--- src/rtl/spd_mirror.sv ---
module spd_mirror #(
  parameter int CLK_DIV = 256,
  parameter int AW = 8,
  parameter logic [6:0] DEV_ID = 7'b1010000
) (
  input  logic          clk,
  input  logic          rst_n,
  output logic          scl_oe,
  output logic          sda_oe,
  input  logic          sda_in,
  input  logic [AW-1:0] rd_addr,
  output logic [7:0]    rd_data,
  output logic          done,
  output logic          error
);
  localparam int QDIV  = CLK_DIV / 4;
  localparam int QW    = (QDIV > 1) ? $clog2(QDIV) : 1;
  localparam int DEPTH = 1 << AW;

  typedef enum logic [2:0] {
    S_START, S_DEVW, S_WORD, S_RSTART, S_DEVR, S_READ, S_STOP, S_HALT
  } st_t;

  st_t           st;
  logic [QW-1:0] qcnt;
  logic [1:0]    ph;
  logic [3:0]    bc;
  logic [7:0]    shreg;
  logic [AW-1:0] waddr;
  logic          nack, fail;
  logic [7:0]    mem [DEPTH];
  logic [7:0]    tx_byte;
  logic          bit_val, is_start, is_stop, is_bit, last, qtick, buf_we;
  logic          frame_edge;

  assign qtick    = (qcnt == QW'(QDIV - 1)) && (st != S_HALT);
  assign last     = &waddr;
  assign is_start = (st == S_START) || (st == S_RSTART);
  assign is_stop  = (st == S_STOP);
  assign is_bit   = (st == S_DEVW) || (st == S_WORD) || (st == S_DEVR) || (st == S_READ);
  assign frame_edge = is_start || is_stop;
  assign buf_we   = qtick && (ph == 2'd3) && (st == S_READ) && (bc == 4'd8);

  always_comb begin
    case (st)
      S_DEVW:  tx_byte = {DEV_ID, 1'b0};
      S_DEVR:  tx_byte = {DEV_ID, 1'b1};
      default: tx_byte = 8'h00;
    endcase
    if (st == S_READ) bit_val = (bc == 4'd8) ? last : 1'b1;
    else              bit_val = (bc == 4'd8) ? 1'b1 : tx_byte[~bc[2:0]];
  end

  always_ff @(posedge clk or negedge rst_n)
    if (!rst_n)                   qcnt <= '0;
    else if (qcnt == QW'(QDIV-1)) qcnt <= '0;
    else                          qcnt <= qcnt + 1'b1;

  always_ff @(posedge clk or negedge rst_n) begin
    if (!rst_n) begin
      st <= S_START; ph <= 2'd0; bc <= 4'd0; shreg <= 8'h00; waddr <= '0;
      nack <= 1'b0; fail <= 1'b0; scl_oe <= 1'b0; sda_oe <= 1'b0;
      done <= 1'b0; error <= 1'b0;
    end else if (qtick) begin
      ph <= ph + 2'd1;
      case (ph)
        2'd0: sda_oe <= is_stop ? 1'b1 : (is_start ? 1'b0 : !bit_val);
        2'd1: scl_oe <= 1'b0;
        2'd2: begin
          if (is_start) sda_oe <= 1'b1;
          if (is_stop)  sda_oe <= 1'b0;
          if (st == S_READ && bc != 4'd8) shreg <= {shreg[6:0], sda_in};
          if (is_bit && st != S_READ && bc == 4'd8) nack <= sda_in;
        end
        default: begin
          scl_oe <= !is_stop;
          case (st)
            S_START:  begin st <= S_DEVW; bc <= 4'd0; end
            S_RSTART: begin st <= S_DEVR; bc <= 4'd0; end
            S_DEVW, S_WORD, S_DEVR: begin
              if (bc != 4'd8) bc <= bc + 4'd1;
              else begin
                bc <= 4'd0;
                if (nack) begin fail <= 1'b1; st <= S_STOP; end
                else if (st == S_DEVW) st <= S_WORD;
                else if (st == S_WORD) st <= S_RSTART;
                else                   st <= S_READ;
              end
            end
            S_READ: begin
              if (bc != 4'd8) bc <= bc + 4'd1;
              else begin
                bc <= 4'd0;
                if (last) st <= S_STOP;
                else      waddr <= waddr + 1'b1;
              end
            end
            S_STOP: begin st <= S_HALT; done <= !fail; error <= fail; end
            default: st <= S_HALT;
          endcase
        end
      endcase
    end
  end

  always_ff @(posedge clk)
    if (buf_we) mem[waddr] <= shreg;

  always_ff @(posedge clk or negedge rst_n)
    if (!rst_n) rd_data <= 8'h00;
    else        rd_data <= done ? mem[rd_addr] : 8'h00;
endmodule

--- config.mk ---
export PLATFORM = sky130hd
export DESIGN_NAME = spd_mirror
export DESIGN_NICKNAME = d
export VERILOG_FILES = /design/src/rtl/spd_mirror.sv
export SDC_FILE = /design/constraint.sdc
export NUM_CORES = 2
export LEC_CHECK = 0
export ABC_AREA = 1
export BUFFER_PORTS_ARGS = -buffer_cell sky130_fd_sc_hd__buf_2
export CORE_ASPECT_RATIO = 1.25
export CORE_MARGIN = 4
export CORE_UTILIZATION = 60
export CTS_BUF_LIST = sky130_fd_sc_hd__clkbuf_4 sky130_fd_sc_hd__clkbuf_8
export DETAILED_ROUTE_END_ITERATION = 7
export PLACE_DENSITY = 0.76
export SLEW_MARGIN = 25
export SYNTH_ARGS = -nofsm -noshare
export SYNTH_HDL_FRONTEND = slang
export SYNTH_SLANG_ARGS = --single-unit
--- constraint.sdc ---
create_clock -name clk -period 5.09 [get_ports clk]
set_input_delay 1.018 -clock clk [delete_from_list [all_inputs] [get_ports clk]]
set_output_delay 1.018 -clock clk [all_outputs]
set_load 0.01 [all_outputs]
==> results.md <==
* CTS tree: yes
* Hold Crit Class: in -> async
* Slew Viols, Final at 0
* Switching power total at 7500 uW
* Clock transition at the registers of the reported paths at 0.06 ns
* Reg2Reg Launch Point: qcnt[0]$_DFF_PN0_
* Clk_lat worst skew at 1.02 ns
* Synth Warn # at 0
* DR pass1 iterations at 6
* Top-level I/O count at 23
* Setup violators final at 0
* Vias in the first global route at 55,600
* Leak at 0.0315 uW
* FF+latch count, synth at 2,093
* CTS Sinks at 2,093
* CTS buffer count at 321
* Die height at 428 um
* Setup Buffers After CTS at 0
* Nets at 7,151
* Initial DRC count at 8,105
* Worst Skew at 0.0419 ns
* Post-CTS resize count at 0
* Post-synth EDFFs at 2,048
* Post-synth top area share at 0.726
* Post-Route WL at 224,000 um
* GP Congestion at 0.886
* Async SR Flop Fraction at 0.0215
* Reg power frac at 0.558
* Top-count cell post-synth: nand2_1
* DIE AREA at 0.147 mm^2
* CTS Hold Bufs at 0
* # H-tree levels at 5
* Setup TNS at 0 ns
* Depth of the worst register-to-register path at 13
* Synth area leader: edfxtp_1
* Worst Max-Slew Pin Slew at 1.20 ns
* Max rail drop VDD at 0.000333 V
* Largest net degree at the start of global routing at 195
* Area contributors post-synth: edfxtp_1 (73%), nand3_1 (11%), nand2_1 (9.3%), nor2_1 (1.6%), clkbuf_1 (1.5%)
* WP buf/inv at 2
* First-pass GRT wire length at 337,000 um
* Worst hold-check slack at 0.125 ns
* Num rows at 153
* Critical path arrival at 4.52 ns
* Initial antenna violation count at 9
* Final cycle utilization of the critical path at 0.764
* Worst path cell trace: ha_1 > nand2_1 > nor2_2 > nand3_2 > a21oi_4 > inv_2 > nor2_4 > nand2_2 > nor2_4 > inv_2 > nor3_4 > nand2_2 > nor2_1
* Critical Path Max Stage Delay at 0.83 ns
* Critical-path top delay cell: nor2_1
* Post-Syn Nets at 7,204
* Dpl hpwl at 124,000 um
* Synth top cells by count: nand2_1 (2,094), edfxtp_1 (2,048), nand3_1 (1,944), nor2_1 (362), clkbuf_1 (342)
* Prevailing post-synth register cell: edfxtp_1
* Routed length per placed instance at 24.3 um
* Reg2reg setup slack at 1.20 ns
* RSZ-0062 raised after global routing: false
* Logic gate share of total power at 0.052
* Minimum clock period at 3.89 ns
* Core ar. at 0.140 mm^2
* Final Hold Viols at 0
* PwrDens at 361 mW/mm^2
* Crit-path leading delay family: simple AND/OR/NAND/NOR gates
* Maximum root-to-sink buffer count at 4
* Gate Count Post-Synth at 7,182
* Grt ovf at 0
* Mapped Avg Cell Area at 11.8 um^2
* Via density at 6.23
* Max_cap viols at 0
* Worst Path Max Fanout at 16
* Internal Power at 25,900 uW
* Post-synthesis instance area at 0.0847 mm^2
* Initial Util at 0.606
* Cell variety after synth at 35
* CTS root buf: clkbuf_8
* Clock network power share at 0.390
* Crit Path Category: reg -> reg
* Vias at 57,300
* Area Overhead vs Synth at 9.01%
* Status: finished, final reports clean
* Total track usage at 0.302
* Detail Route Antenna Nets at 0
* DR DRC count at 0
* Slew margin rel. at 0.195
* Layout cells sized above 1 at 0.0851
* Post-synthesis sequential area ratio at 0.739
* Startpoint type of the worst setup path: register
* RR Endpoint: mem[74][4]$_DFFE_PP_
* Die extent in x at 344 um
* Fmax at 257 MHz
* Switching share of power at 0.225
* Crit. End Element: register
* Port Buffers at 22
* Worst EP required at 5.72 ns
[power groups by stage]
stage               registers, uW  clock network, uW  logic, uW
floorplan                   19000                  0       1120
global placement            19000                  0       1640
detailed placement          19000                  0       1680
CTS                         18600              13100       1680
global route                18600              13900       1850
finish                      18600              13000       1720
[area by class of cell]
| type | count | area, um^2 |
|---|---|---|
| Multi-Input combinational cell | 4554 | 20100 |
| Sequential cell | 2093 | 62700 |
| Antenna cell | 4 | 10.0 |
| Clock buffer | 423 | 5260 |
| Timing Repair Buffer | 109 | 1270 |
| Fill cell | 9944 | 47400 |
| Inverter | 50 | 213 |
| Tap cell | 1860 | 2330 |
| Clock inverter | 113 | 539 |
[worst reg2reg max path, delay by kind of cell, from the launching register on]
kind                       cells  cell delay, ns
AOI/OAI and AO/OA              1            0.25
adders and majority gates      1            0.19
buffers and inverters          2            0.19
DFF                            1            0.37
and+or+nand+nor                9            2.49
[cell families after synthesis]
kind of cell / after synthesis / synth area share
and+or+nand+nor: 4438 / 0.227
AOI/OAI and AO/OA: 94 / 0.00606
muxes: 1 / 0.000133
DFF: 2093 / 0.739
xor gates and xnor gates: 10 / 0.00103
adders and majority gates: 11 / 0.00162
buffers and inverters: 535 / 0.0248
[how the worst max path moves through the flow]
stage | startpoint | endpoint | slack, ns | cells past startpoint
floorplan | shreg[3]$_DFFE_PN0P_ | mem[0][3]$_DFFE_PP_ | 1.09 | 0
global placement | rd_addr[1] | rd_data[0]$_DFF_PN0_ | 0.85 | 12
detailed placement | rd_addr[1] | rd_data[0]$_DFF_PN0_ | 0.80 | 12
CTS | qcnt[0]$_DFF_PN0_ | mem[78][2]$_DFFE_PP_ | 1.17 | 13
global route | qcnt[0]$_DFF_PN0_ | mem[78][2]$_DFFE_PP_ | 1.0 | 13
finish | qcnt[0]$_DFF_PN0_ | mem[74][4]$_DFFE_PP_ | 1.20 | 13
[placed cells by master, fill, tap and decap left out, types with 23 or more instances in the layout]
master,n
o21ai_0,50
nor2_1,361
buf_4,51
a21oi_1,23
clkbuf_4,90
clkbuf_8,333
dfrtp_1,37
buf_12,36
inv_1,42
clkinv_1,79
clkinv_2,25
nand3_1,1936
edfxtp_1,2048
nand2_1,2087
[metal layers]
metal,up-vias,share of wire,wire length [um],track usage
met5,-,0.00023,51,0
met1,27500,0.36,80000,0.401
li1,25300,-,-,-
met4,8,0.057,12800,0.157
met2,3799,0.48,107000,0.477
met3,687,0.11,24300,0.0593
[state kept, by name, summed over array words and instances (netlist names)]
register  count
mem        2048
rd_data       8
shreg         8
waddr         8
qcnt          6
bc            4
st            3
ph            2
done          1
error         1
fail          1
nack          1
scl_oe        1
sda_oe        1
[metrics by stage]
step	util	total power [uW]	cell area, um^2	setup WS (ns)	instances
final	0.661	33400	92300	1.20	9206
after global routing	0.661	34400	92300	0.997	9203
after CTS	0.660	33400	92300	1.17	9201
after detailed placement	0.619	20700	86500	0.798	8665
after global placement	0.619	20600	86500	0.850	8665
after floorplan	-	20100	84700	1.09	7182
Note: power is estimated with default switching activity, not from simulation.
